File: src/rtl/bbias_pkg.sv
// Package: shared types and helpers of the body-bias sequencer.
// Assumes: masks handed to low_bit are nonzero; zero yields bit 0.
package bbias_pkg;

    // Width of the sequential divider operands (covers osc_hz + rounding term).
    localparam int unsigned DIV_W = 34;

    typedef enum logic [1:0] {
        OPP_NONE = 2'b00,
        OPP_FAST = 2'b01,
        OPP_SLOW = 2'b10,
        OPP_RSVD = 2'b11
    } opp_e;

    typedef enum logic [2:0] {
        ST_IDLE,
        ST_CHECK,
        ST_CALC,
        ST_WRITE,
        ST_POLL,
        ST_FIN
    } seq_st_e;

    // Position of the lowest set bit of a mask.
    function automatic int unsigned low_bit(input logic [31:0] m);
        int unsigned r;
        r = 0;
        for (int i = 31; i >= 0; i--) begin
            if (m[i]) r = i;
        end
        return r;
    endfunction

endpackage

File: src/rtl/bbias_div.sv
// Module: sequential restoring divider, one quotient bit per clock.
// Assumes: start is only pulsed while idle and den is nonzero; the result
// is valid for one cycle in 'valid', W cycles after start.
module bbias_div #(
    parameter int unsigned W = 34
) (
    input  logic         clk,
    input  logic         rst_n,
    input  logic         start,
    input  logic [W-1:0] num,
    input  logic [W-1:0] den,
    output logic         valid,
    output logic [W-1:0] quot
);
    localparam int unsigned CW = $clog2(W + 1);

    logic [W-1:0]  rem_q, quo_q, den_q;
    logic [CW-1:0] cnt_q;
    logic          run_q, valid_q;
    logic [W:0]    rem_sh, rem_sub;
    logic          ge;

    // Shift in the next dividend bit and compare against the divisor.
    always_comb begin
        rem_sh  = {rem_q, quo_q[W-1]};
        ge      = rem_sh >= {1'b0, den_q};
        rem_sub = rem_sh - {1'b0, den_q};
    end

    // Iterate one restoring step per cycle.
    always_ff @(posedge clk) begin
        if (!rst_n) begin
            rem_q   <= '0;
            quo_q   <= '0;
            den_q   <= '0;
            cnt_q   <= '0;
            run_q   <= 1'b0;
            valid_q <= 1'b0;
        end else begin
            valid_q <= 1'b0;
            if (start && !run_q) begin
                rem_q <= '0;
                quo_q <= num;
                den_q <= den;
                cnt_q <= CW'(W);
                run_q <= 1'b1;
            end else if (run_q) begin
                rem_q <= ge ? rem_sub[W-1:0] : rem_sh[W-1:0];
                quo_q <= {quo_q[W-2:0], ge};
                cnt_q <= cnt_q - 1'b1;
                if (cnt_q == CW'(1)) begin
                    run_q   <= 1'b0;
                    valid_q <= 1'b1;
                end
            end
        end
    end

    assign valid = valid_q;
    assign quot  = quo_q;

    // Operand copies kept only for the exactness check.
    logic [W-1:0] chk_num_q, chk_den_q;
    // Capture operands of each launched division.
    always_ff @(posedge clk) begin
        if (!rst_n) begin
            chk_num_q <= '0;
            chk_den_q <= '0;
        end else if (start && !run_q) begin
            chk_num_q <= num;
            chk_den_q <= den;
        end
    end

    // every result is the floor quotient of the launched operands.
    p_div_exact_r4: assert property (@(posedge clk) disable iff (!rst_n)
        valid |-> (({{W{1'b0}}, quot} * {{W{1'b0}}, chk_den_q}) <= {{W{1'b0}}, chk_num_q}) &&
                  (({{W{1'b0}}, chk_num_q} - ({{W{1'b0}}, quot} * {{W{1'b0}}, chk_den_q})) < {{W{1'b0}}, chk_den_q}));

endmodule

File: src/rtl/bbias_calc.sv
// Module: settle-count calculator; runs three rounded divisions on one
// shared divider (MHz rate, cycles per microsecond step, settle count).
// Assumes: start is pulsed only when the previous result was consumed.
module bbias_calc
    import bbias_pkg::*;
#(
    parameter int unsigned CLK_CYCLES = 8,
    parameter int unsigned SETTLE_US  = 50
) (
    input  logic             clk,
    input  logic             rst_n,
    input  logic             start,
    input  logic [31:0]      osc_hz,
    output logic             valid,
    output logic             div0,
    output logic [DIV_W-1:0] count
);
    localparam logic [DIV_W-1:0] HZ_PER_MHZ = DIV_W'(1000000);
    localparam logic [DIV_W-1:0] CYC_X10    = DIV_W'(CLK_CYCLES * 10);
    localparam logic [DIV_W-1:0] SET_X10    = DIV_W'(SETTLE_US * 10);

    logic [1:0]       step_q;
    logic             run_q, go_q, valid_q, div0_q;
    logic [DIV_W-1:0] num_q, den_q, cnt_q, quot;
    logic             dv;

    bbias_div #(.W(DIV_W)) div_i (
        .clk   (clk),
        .rst_n (rst_n),
        .start (go_q),
        .num   (num_q),
        .den   (den_q),
        .valid (dv),
        .quot  (quot)
    );

    // Chain the three divisions, stopping early on a zero divisor.
    always_ff @(posedge clk) begin
        if (!rst_n) begin
            step_q  <= '0;
            run_q   <= 1'b0;
            go_q    <= 1'b0;
            valid_q <= 1'b0;
            div0_q  <= 1'b0;
            num_q   <= '0;
            den_q   <= '0;
            cnt_q   <= '0;
        end else begin
            go_q    <= 1'b0;
            valid_q <= 1'b0;
            if (start && !run_q) begin
                run_q  <= 1'b1;
                step_q <= 2'd0;
                div0_q <= 1'b0;
                num_q  <= DIV_W'(osc_hz) + (HZ_PER_MHZ >> 1);
                den_q  <= HZ_PER_MHZ;
                go_q   <= 1'b1;
            end else if (run_q && dv) begin
                if (step_q == 2'd2) begin
                    run_q   <= 1'b0;
                    valid_q <= 1'b1;
                    cnt_q   <= quot;
                end else if (quot == '0) begin
                    run_q   <= 1'b0;
                    valid_q <= 1'b1;
                    div0_q  <= 1'b1;
                end else begin
                    step_q <= step_q + 2'd1;
                    den_q  <= quot;
                    num_q  <= ((step_q == 2'd0) ? CYC_X10 : SET_X10) + (quot >> 1);
                    go_q   <= 1'b1;
                end
            end
        end
    end

    assign valid = valid_q;
    assign div0  = div0_q;
    assign count = cnt_q;

    // the shared divider is never launched with a zero divisor.
    p_den_nonzero_r9: assert property (@(posedge clk) disable iff (!rst_n)
        go_q |-> (den_q != '0));

endmodule

File: src/rtl/bbias_seq.sv
// Module: body-bias boot programming sequencer (top). Qualifies the
// request, computes the settle count, drives an ordered write series on
// a single-beat req/ack bus, polls completion with a cycle timeout and
// clears it.
// Assumes: the slave acknowledges every request eventually; request
// inputs may change after start (they are captured).
module bbias_seq
    import bbias_pkg::*;
#(
    parameter int unsigned AW              = 16,
    parameter int unsigned DW              = 32,
    parameter int unsigned CLK_CYCLES      = 8,
    parameter int unsigned SETTLE_US       = 50,
    parameter int unsigned TIMEOUT         = 1000,
    parameter logic [DW-1:0] SETUP_EN_MASK  = 32'h0000_0001,
    parameter logic [DW-1:0] SETUP_RBB_MASK = 32'h0000_0002,
    parameter logic [DW-1:0] SETUP_FBB_MASK = 32'h0000_0004,
    parameter logic [DW-1:0] SETUP_CNT_MASK = 32'h0000_FF00,
    parameter logic [DW-1:0] CTRL_TRIG_MASK = 32'h0000_0001,
    parameter logic [DW-1:0] CTRL_FAST_MASK = 32'h0000_0004,
    parameter logic [DW-1:0] CTRL_SLOW_MASK = 32'h0000_0008
) (
    input  logic          clk,
    input  logic          rst_n,
    input  logic          start,
    input  logic [1:0]    opp_sel,
    input  logic [AW-1:0] setup_addr,
    input  logic [AW-1:0] ctrl_addr,
    input  logic [AW-1:0] stat_addr,
    input  logic [AW-1:0] fuse_addr,
    input  logic [AW-1:0] ldo_addr,
    input  logic [DW-1:0] done_mask,
    input  logic [31:0]   osc_hz,
    input  logic          fuse_ok,
    output logic          bus_req,
    output logic          bus_we,
    output logic [AW-1:0] bus_addr,
    output logic [DW-1:0] bus_wdata,
    input  logic          bus_ack,
    input  logic [DW-1:0] bus_rdata,
    output logic          busy,
    output logic          done,
    output logic          error
);
    localparam int unsigned CNT_SH = low_bit(SETUP_CNT_MASK);
    localparam int unsigned TW     = $clog2(TIMEOUT + 1);
    localparam logic [TW-1:0] TMO  = TW'(TIMEOUT);
    localparam logic [2:0] STEP_TRIG  = 3'd5;
    localparam logic [2:0] STEP_CLEAR = 3'd6;

    seq_st_e          st_q;
    logic [2:0]       step_q;
    logic [TW-1:0]    tmo_q;
    logic [1:0]       opp_q;
    logic [AW-1:0]    setup_q, ctrl_q, stat_q, fuse_q, ldo_q;
    logic [DW-1:0]    mask_q, field_q;
    logic [31:0]      osc_q;
    logic             error_q, err_pend_q, fuse_ok_q;
    logic             skip, calc_go, calc_valid, calc_div0;
    logic [DIV_W-1:0] calc_cnt;
    logic [DIV_W+DW-1:0] cnt_wide;
    logic [DW-1:0]    cnt_field, type_bit, sel_bit;

    bbias_calc #(.CLK_CYCLES(CLK_CYCLES), .SETTLE_US(SETTLE_US)) calc_i (
        .clk    (clk),
        .rst_n  (rst_n),
        .start  (calc_go),
        .osc_hz (osc_q),
        .valid  (calc_valid),
        .div0   (calc_div0),
        .count  (calc_cnt)
    );

    // Request qualification, settle field placement and per-point bits.
    always_comb begin
        skip = (setup_q == '0) || (ctrl_q == '0) || (stat_q == '0) ||
               !((opp_q == OPP_FAST) || (opp_q == OPP_SLOW)) ||
               ((fuse_q != '0) && (ldo_q != '0) && !fuse_ok_q);
        calc_go   = (st_q == ST_CHECK) && !skip;
        cnt_wide  = {{DW{1'b0}}, calc_cnt} << CNT_SH;
        cnt_field = cnt_wide[DW-1:0] & SETUP_CNT_MASK;
        type_bit  = (opp_q == OPP_FAST) ? SETUP_FBB_MASK : SETUP_RBB_MASK;
        sel_bit   = (opp_q == OPP_FAST) ? CTRL_FAST_MASK : CTRL_SLOW_MASK;
    end

    // Main sequencer: capture, check, compute, write, poll, finish.
    always_ff @(posedge clk) begin
        if (!rst_n) begin
            st_q       <= ST_IDLE;
            step_q     <= '0;
            tmo_q      <= '0;
            opp_q      <= '0;
            setup_q    <= '0;
            ctrl_q     <= '0;
            stat_q     <= '0;
            fuse_q     <= '0;
            ldo_q      <= '0;
            mask_q     <= '0;
            field_q    <= '0;
            osc_q      <= '0;
            fuse_ok_q  <= 1'b0;
            error_q    <= 1'b0;
            err_pend_q <= 1'b0;
        end else begin
            unique case (st_q)
                ST_IDLE: if (start) begin
                    opp_q      <= opp_sel;
                    setup_q    <= setup_addr;
                    ctrl_q     <= ctrl_addr;
                    stat_q     <= stat_addr;
                    fuse_q     <= fuse_addr;
                    ldo_q      <= ldo_addr;
                    mask_q     <= done_mask;
                    osc_q      <= osc_hz;
                    fuse_ok_q  <= fuse_ok;
                    error_q    <= 1'b0;
                    err_pend_q <= 1'b0;
                    st_q       <= ST_CHECK;
                end
                ST_CHECK: st_q <= skip ? ST_FIN : ST_CALC;
                ST_CALC: if (calc_valid) begin
                    if (calc_div0) begin
                        error_q <= 1'b1;
                        st_q    <= ST_FIN;
                    end else begin
                        field_q <= cnt_field;
                        step_q  <= '0;
                        st_q    <= ST_WRITE;
                    end
                end
                ST_WRITE: if (bus_ack) begin
                    if (step_q == STEP_TRIG) begin
                        tmo_q <= '0;
                        st_q  <= ST_POLL;
                    end else if (step_q == STEP_CLEAR) begin
                        error_q <= err_pend_q;
                        st_q    <= ST_FIN;
                    end else begin
                        step_q <= step_q + 3'd1;
                    end
                end
                ST_POLL: begin
                    if (tmo_q < TMO) tmo_q <= tmo_q + 1'b1;
                    if (bus_ack) begin
                        if ((bus_rdata & mask_q) == mask_q) begin
                            step_q <= STEP_CLEAR;
                            st_q   <= ST_WRITE;
                        end else if (tmo_q >= TMO) begin
                            err_pend_q <= 1'b1;
                            step_q     <= STEP_CLEAR;
                            st_q       <= ST_WRITE;
                        end
                    end
                end
                ST_FIN:  st_q <= ST_IDLE;
                default: st_q <= ST_IDLE;
            endcase
        end
    end

    // Bus transfer contents for the current step.
    always_comb begin
        bus_req   = (st_q == ST_WRITE) || (st_q == ST_POLL);
        bus_we    = (st_q == ST_WRITE);
        bus_addr  = stat_q;
        bus_wdata = '0;
        if (st_q == ST_WRITE) begin
            case (step_q)
                3'd0: bus_addr = setup_q;
                3'd1: bus_addr = ctrl_q;
                3'd2: begin bus_addr = setup_q; bus_wdata = field_q; end
                3'd4: begin bus_addr = setup_q; bus_wdata = field_q | type_bit | SETUP_EN_MASK; end
                3'd5: begin bus_addr = ctrl_q;  bus_wdata = sel_bit | CTRL_TRIG_MASK; end
                default: begin bus_addr = stat_q; bus_wdata = mask_q; end
            endcase
        end
    end

    assign busy  = (st_q != ST_IDLE);
    assign done  = (st_q == ST_FIN);
    assign error = error_q;

    // an unacknowledged request keeps its contents.
    p_req_stable_r10: assert property (@(posedge clk) disable iff (!rst_n)
        (bus_req && !bus_ack) |=> (bus_req && $stable(bus_we) && $stable(bus_addr) && $stable(bus_wdata)));

    // done is a single-cycle pulse.
    p_done_pulse_r11: assert property (@(posedge clk) disable iff (!rst_n)
        done |=> !done);

    // no bus activity while idle.
    p_idle_quiet_r11: assert property (@(posedge clk) disable iff (!rst_n)
        !busy |-> !bus_req);

    // error only rises at the end of a run.
    p_err_with_done_r7: assert property (@(posedge clk) disable iff (!rst_n)
        $rose(error) |-> done);

    // a completed read with all mask bits set leads to the clearing write.
    p_poll_exit_r6: assert property (@(posedge clk) disable iff (!rst_n)
        ((st_q == ST_POLL) && bus_ack && ((bus_rdata & mask_q) == mask_q)) |=>
        ((st_q == ST_WRITE) && (step_q == STEP_CLEAR)));

endmodule

File: config.mk
export PLATFORM = sky130hd
export DESIGN_NAME = bbias_seq
export DESIGN_NICKNAME = d
export VERILOG_FILES = /design/src/rtl/bbias_pkg.sv /design/src/rtl/bbias_div.sv /design/src/rtl/bbias_calc.sv /design/src/rtl/bbias_seq.sv
export SDC_FILE = /design/constraint.sdc
export NUM_CORES = 1
export LEC_CHECK = 0
export BUFFER_PORTS_ARGS = -buffer_cell sky130_fd_sc_hd__buf_2
export CORE_MARGIN = 10
export CORE_UTILIZATION = 53
export DETAILED_ROUTE_END_ITERATION = 8
export MAX_ROUTING_LAYER = met4
export PLACE_DENSITY = 0.83
export SLEW_MARGIN = 30
export SYNTH_ARGS = -nofsm -noshare
export SYNTH_HDL_FRONTEND = slang
export SYNTH_HIERARCHICAL = 1
export SYNTH_SLANG_ARGS = --single-unit
File: constraint.sdc
create_clock -name clk -period 2.6 [get_ports clk]
set_input_delay 0.52 -clock clk [delete_from_list [all_inputs] [get_ports clk]]
set_output_delay 0.52 -clock clk [all_outputs]
set_load 0.05 [all_outputs]
# Word level (Yosys, flattened, before mapping)
# Cells that the tools add are included.
# totals
memories,0
register_bits,365
out_inout_bits,53
ram_bits,0
word_cells,204
latchBits,0
mem_bits_ro,0
inputBits,183
# classes
mux,69
n_addsub,7
order_cmp,3
bitwise_logic,9
mul,0
n_div,0
reduce_logical,53
eq_ne,32
n_shift,0
# ops
cell,n
$mux 34,7
$pmux 32 s4,1
$mux 20,4
$mux 3,19
$logic_not 16->1,3
$ge 35x34->1,1
$add 9x33->34,1
$logic_not 34->1,1
$sub 34x34->34,1
$add 32x19->33 const B,1
$and 32x32->32,1
$eq 32x32->1,1
$mux 32,1
$pmux 16 s2,1
$reduce_bool 16->1,2
$mux 10,3
$mux 1,23
$pmux 10 s2,1
$mux 16,1
$ne 2x2->1 const B,8
$or 16x3->16,1
$eq 3x3->1 const B,5
$pmux 3 s5,1
$reduce_and 3->1,5
other kinds (36),80

# Longest topological paths before layout
# Gate-level depths: netlist of run 1.
# depth
ltp_word,10
mapped_depth,14
ltp_nobuf,13

# Modules after synthesis
# Netlist of run 1, hierarchy kept.
# by_module_without_submodules
mod,n_inst,area_each_um2,cells_each,seq_area_each_um2
bbias_seq,1,7516.0,1012,3463.3
bbias_div,1,6551.3,845,2202.1
bbias_calc,1,5471.5,666,2162.1

# Least setup slack after synthesis of run 1
# OpenSTA, ideal clock, no wires.
# synth_timing
path_kind,reg2out
start,register step_q[0] (netlist name)
end,output port bus_addr[10]
required_time_ns,2.080
path_slack_ns,-0.383
path_stages_with_launch,8
arrival_ns,2.463
path_buffers,1
path_cell_list,dfxtp_1 -> inv_1 -> ha_1 -> nand2_1 -> o21ai_1 -> clkbuf_1 -> a22oi_1 -> o21ai_0
# synth_lines
item,line,source
end: declaration,bbias_seq.sv:37,"output logic [AW-1:0] bus_addr,"

==> results by group, run 1 <==
Floorplanning
  • FP Rows: 68
  • Ports: 236
  • Die W: approximately 210 um
  • Initial Utilization: 53.7%
  • Die area: 43,000 um2
  • Die Height: 207 um
  • Core ar.: 34,600 um2

Timing
  • Setup Skew: 0.0278 ns
  • Max Slew Vio Count: 0
  • # setup viols final: 56
  • Final setup TNS: -4.02 ns
  • Final hold viol count: 0
  • Fmax: about 370 MHz
  • Period utilisation layout: 105%
  • Final setup margin: -0.130 ns
  • Max_slew headroom: a little under three fifths
  • RSZ-0062 raised after global routing: true
  • Slew @ Worst Pin: 0.671 ns
  • Tmin final: approximately 2.7 ns

Clocking
  • Hold_buf cts: 0
  • TritonCTS Buffers: 40
  • CTS Buffer Depth: 3
  • Clock transition at the registers of the reported paths: around 0.070 ns
  • Clk sinks: 365
  • CTS tree: yes
  • Number of H-tree levels: 2
  • Clk Latency, worst-skew pair: roughly 0.57 ns
  • Root Driver: clkbuf_16

Worst setup path
  • Crit path launch: step_q[0]
  • CP Capture Type: primary output
  • Worst path arrival time: ~2.2 ns
  • Worst R2R Setup Slack: -0.02 ns
  • Worst-path cell chain: inv_4, ha_4, nand2b_4, nor3b_4, buf_6, buf_12, buf_8, and3_4, buf_8
  • Required @ worst endpoint: approximately 2.1 ns
  • Most frequent CP cell: buf_8
  • RR Endpoint: calc_i/div_i/rem_q[12]
  • Worst r2r path cells: 12
  • Slowest CP cell: dfxtp_4
  • CP max FO: 8
  • R2r startpoint: calc_i/div_i/den_q[13]
  • Worst Setup EP: bus_wdata[17]
  • Crit start category: register
  • Setup CP Type: reg2out
  • Max incr delay on CP: 0.38 ns

Synth
  • Post-Syn Instances: 2,414
  • Mean post-synth cell area: 7.71 um2
  • Synth Cell Area: 18,600 um2
  • Synthesized net count: 2,649
  • Ys Warns: 6

Drt
  • Final WL: 62.9 mm
  • Post-DRT Antenna Nets: 0
  • DR vias/cell: ~6.0
  • Routed wl met3: 5.07 mm
  • First drt pass iteration count: 6
  • DRT met1 WL: 25.2 mm
  • Via count: 19,100
  • DR WL met2: 30.2 mm
  • Initial DRC count: around 1,800
  • Routed len/inst: 19.9 um
  • DRC: 0
  • Max layer used: met4

Global routing
  • Initial antenna violation count: 0
  • GRT overflow: 0
  • Tot GR Track Use: 26.4%
  • Largest net degree at the start of global routing: between 100 and 150
  • First-pass GRT wire length: slightly above 90 mm
  • Vias in the first global route: between 15,000 and 20,000

Hold path
  • Hold path depth: 3
  • Worst min path class: in2reg

Layout
  • Antenna Cells: 0
  • Final #Nets: 2,906
  • Share of cells above drive strength 1: between 20% and 30%
  • Finished Layout Cells: 3,158
  • Synth-to-Final Area Change: 28.3%

Power and ir drop
  • Pwr dens: roughly 820 nW/um2
  • LEAKAGE: 9.30 nW
  • Overall Power: just under 20 mW
  • Peak supply drop: 905 uV

Status
  • Failing checks: setup timing
  • Outcome: finished with violations

Placed design
  • Final HPWL DP: 40.7 mm
  • Gpl congestion: just under 1
  • I/O Buffers: 235
  • Inst Count DP: ~3,100

Job
  • Max Cap Viol: 0
-- worst min path at each step --
stage	from	to	slack, ns
after floorplan	tmo_q[9]	tmo_q[9]	0.43
after global placement	tmo_q[9]	tmo_q[9]	0.44
after detailed placement	tmo_q[9]	tmo_q[9]	0.45
after CTS	osc_hz[21]	osc_q[21]	0.17
after global routing	osc_hz[24]	osc_q[24]	0.18
final	osc_hz[25]	osc_q[25]	0.19
-- power by group --
| group | switching [mW] | internal [mW] | total (mW) |
|---|---|---|---|
| clock network | 2.44 | 3.34 | 5.78 |
| logic | 4.11 | 3.00 | 7.11 |
| registers | 0.587 | 6.19 | 6.77 |
| total | 7.14 | 12.5 | 19.7 |
-- cell usage in the layout, fill, tap and decap left out, types with 35 or more instances in the layout --
cell         n
nor2b_1     35
clkbuf_16   46
nand2_1    506
mux2i_1     52
a21oi_1    305
dfxtp_1    342
o21ai_0     43
buf_2      187
inv_1       59
xnor2_1     47
xor2_1      40
buf_6       38
buf_4      113
nor2_1     160
-- repair_timing --
action,4_1_cts,5_1_grt
resized for setup,139,232
setup buffers,8,13
cloned,3,9
setup endpoints to repair,80,110
pin swaps,13,105
-- flip-flops by register name, indices dropped and copies added, names as in the netlist, 32 cells and up --
register and flops:
calc_i/div_i/quot 34, calc_i/div_i/den_q 34, calc_i/den_q 34, mask_q 32, calc_i/num_q 34, osc_q 32, calc_i/div_i/rem_q 34
-- per-stage QoR --
stage                     cell area, um2  setup WS (ns)  hold slack [ns]  util, %
after global placement             20700        -0.0813            0.439     59.8
after detailed placement           20700        -0.0883            0.445     59.8
after global routing               23900         -0.170            0.181     69.0
after floorplan                    18700        -0.0579            0.426        -
final                              23900         -0.130            0.185     69.0
after CTS                          22600         -0.106            0.171     65.4
-- critical path, delay by kind of cell (launching register included) --
kind                     cells  cell delay, ns
buffers and inverters        5            0.61
AND/OR/NAND/NOR              3            0.47
flip-flops                   1            0.38
adder cells (fa/ha/maj)      1            0.17
-- per-layer routing --
metal  GRT usage, %  up-vias
met5              -        -
met4           9.13        0
met3           5.19      205
met2           44.0      945
met1           31.1     9056
li1               -     8884
-- final cells by class --
cell class,instances,area [um2]
Tap cell,455,569
Fill cell,2563,10700
Timing Repair Buffer,380,2970
Clock buffer,56,1160
Sequential cell,365,7350
Multi-Input combinational cell,1813,11400
Clock inverter,18,160
Inverter,71,274
No activity file was read; power rests on OpenSTA's default activity.
==> inputs of run 2 (changes only) <==
--- a/config.mk
+++ b/config.mk
@@ -5,9 +5,10 @@
 export SDC_FILE = /design/constraint.sdc
 export NUM_CORES = 1
 export LEC_CHECK = 0
+export ABC_AREA = 1
 export BUFFER_PORTS_ARGS = -buffer_cell sky130_fd_sc_hd__buf_2
 export CORE_MARGIN = 10
-export CORE_UTILIZATION = 53
+export CORE_UTILIZATION = 54
 export DETAILED_ROUTE_END_ITERATION = 8
 export MAX_ROUTING_LAYER = met4
 export PLACE_DENSITY = 0.83
==> run 2 against run 1 <==
Compared with the run above:
- the flow still finishes with violations (setup timing)
- sequential cell count did not move
- sequential power rose by 9.2%
- register-to-register slack improved by 0.20 ns
- sequential share of layout area shrank 1.1 points
- combinational power increased by 80%
- fmax fell by 1.8%
- clock-buffer cell count is 5 higher
- clock power is 9.3% higher
- largest power group unchanged
- routed wire length is 0.54% higher
- critical endpoint is now bus_addr[9]
- non-clock buffer count is 85 lower
- critical path type unchanged
- cell area grew 3.2%
==> results by group, run 2 <==
Placed design
  • Final HPWL DP: 43.7 mm
  • Gpl congestion: 0.986
  • Area of placed instances: 22,200 um2
  • I/O Buffers: 235

Clocking
  • CTS tree: yes
  • Hold_buf cts: 0
  • Clk sinks: between 300 and 400
  • Root Driver: clkbuf_16
  • TritonCTS Buffers: 42
  • Number of H-tree levels: 2
  • CTS Buffer Depth: 3
  • Clock transition at the registers of the reported paths: 0.06 ns
  • Clk Latency, worst-skew pair: 0.58 ns

Worst setup path
  • Required @ worst endpoint: 2.08 ns
  • Worst-path cell chain: inv_6, ha_4, nand2_4, o21ai_4, o21ai_4, clkinvlp_4, o22ai_2, buf_6
  • Setup CP Type: reg2out
  • CP max FO: 8
  • Worst Setup EP: bus_addr[9]
  • Crit path launch: step_q[0]
  • CP Capture Type: primary output
  • Slowest CP cell: dfxtp_4
  • Worst path arrival time: 2.26 ns
  • Most frequent CP cell: o21ai_4
  • R2r startpoint: calc_i/div_i/den_q[28]
  • Cell family with most CP delay: buffers and inverters
  • Worst R2R Setup Slack: 0.18 ns
  • Crit start category: register
  • Worst r2r path cells: 11
  • Worst path bufs/invs: 3
  • Crit. path cell count: 8
  • RR Endpoint: calc_i/div_i/rem_q[16]
  • Max incr delay on CP: 0.40 ns

Status
  • Failing checks: setup timing
  • Outcome: finished with violations

Power and ir drop
  • Pwr dens: roughly 1100 nW/um2
  • LEAKAGE: roughly 12 nW
  • Peak supply drop: 945 uV

Timing
  • Max_slew headroom: roughly three fifths
  • Setup Skew: roughly 0.028 ns
  • Max Slew Vio Count: 0
  • Final setup margin: -0.179 ns
  • Slew @ Worst Pin: about 0.60 ns
  • Fmax: 360 MHz
  • Period utilisation layout: 107%
  • Tmin final: 2.78 ns
  • # setup viols final: 47
  • Final hold viol count: 0
  • RSZ-0062 raised after global routing: true
  • Worst hold slack: about 0.16 ns

Drt
  • Routed len/inst: 15.9 um
  • First drt pass iteration count: 6
  • Final WL: 63.3 mm
  • Post-DRT Antenna Nets: 0
  • Initial DRC count: 2,086
  • DR vias/cell: 5.36
  • Via count: 21,400
  • DRC: 0

Synth
  • Synth Cell Area: 20,600 um2
  • Mean post-synth cell area: 6.38 um2
  • Post-Syn Instances: between 3,000 and 4,000
  • Synthesized net count: 3,473
  • Ys Warns: 6

Global routing
  • Largest net degree at the start of global routing: 77
  • First-pass GRT wire length: slightly above 100 mm
  • Tot GR Track Use: 26.4%
  • GRT overflow: 0
  • Met3 usage: 3.58%
  • Vias in the first global route: approximately 20,000
  • Met1 Track Usage GR: 33.5%
  • Gr busiest metal: met2
  • Met2 Track Usage GR: a little over two fifths
  • Initial antenna violation count: 7

Layout
  • Most frequent cells in the layout: nand2_1, inv_1, nor2_1
  • Share of cells above drive strength 1: between 10 and 15%
  • Fin area: about 25,000 um2
  • Final #Nets: 3,668
  • Synth-to-Final Area Change: 19.4%
  • Commonest non-fill, non-tap cell in the layout: nand2_1

Floorplanning
  • Core ar.: 37,700 um2
  • Initial Utilization: 54.8%
  • FP Rows: between 70 and 80
  • Die area: roughly 46,000 um2
  • Die W: around 220 um
  • Ports: 236
  • Die Height: between 200 and 250 um

Hold path
  • Hold path start: osc_hz[0]
  • Worst min path class: in2reg

Job
  • Max Cap Viol: 0
[run 2: cell type report]
| class | instances | area [um2] |
|---|---|---|
| clock buffers | 61 | 1250 |
| well taps | 511 | 639 |
| multi-input cells | 2267 | 11300 |
| clock inverters | 17 | 239 |
| repair inverters | 2 | 23.8 |
| inverters | 460 | 1770 |
| diodes | 7 | 17.5 |
| flip-flops and latches | 365 | 7320 |
| repair buffers | 295 | 2090 |
| fillers | 3270 | 13000 |
[run 2: worst register-to-register path, delay by kind of cell, from the launching register on]
kind | cells | cell delay (ns)
simple gates | 5 | 0.78
compound gates | 3 | 0.40
buf+inv | 2 | 0.40
fa+ha+maj | 1 | 0.39
flops | 1 | 0.31
[run 2: where the power goes]
part,total (mW),internal (mW),switching (mW)
registers,7.39,6.65,0.746
clock network,6.32,3.86,2.47
logic,12.8,4.17,8.58
[run 2: how the worst min path moves through the flow]
stage | slack [ns] | depth (start not counted) | endpoint
final | 0.16 | 3 | osc_q[0]
after detailed placement | 0.45 | 2 | fuse_q[2]
after floorplan | 0.43 | 2 | tmo_q[9]
after global routing | 0.17 | 3 | ctrl_q[13]
after CTS | 0.15 | 3 | osc_q[10]
after global placement | 0.44 | 2 | tmo_q[9]
[run 2: through the flow]
| step | worst slack, ns | std cells | total power, mW | utilization (%) | TNS (ns) |
|---|---|---|---|---|---|
| after detailed placement | 0.106 | 3887 | 18.7 | 59.0 | 0 |
| after global routing | -0.217 | 3985 | 28.2 | 65.5 | -7.63 |
| final | -0.179 | 3985 | 26.5 | 65.5 | -4.73 |
| after floorplan | -0.360 | 3238 | 16.3 | - | -5.20 |
| after CTS | -0.136 | 3975 | 25.8 | 64.6 | -3.31 |
| after global placement | 0.144 | 3887 | 18.5 | 59.0 | 0 |
[run 2: metal layers]
layer,vias up,share of wire [%]
met5,-,0
met4,0,3.8
met3,191,7.1
met2,860,47
met1,9657,43
li1,10700,-
[run 2: timing repair]
item,4_1_cts,5_1_grt
buffers inserted,7,3
endpoints found under the setup margin,48,82
pin swaps,12,9
gates resized for setup,162,55
cloned,3,0
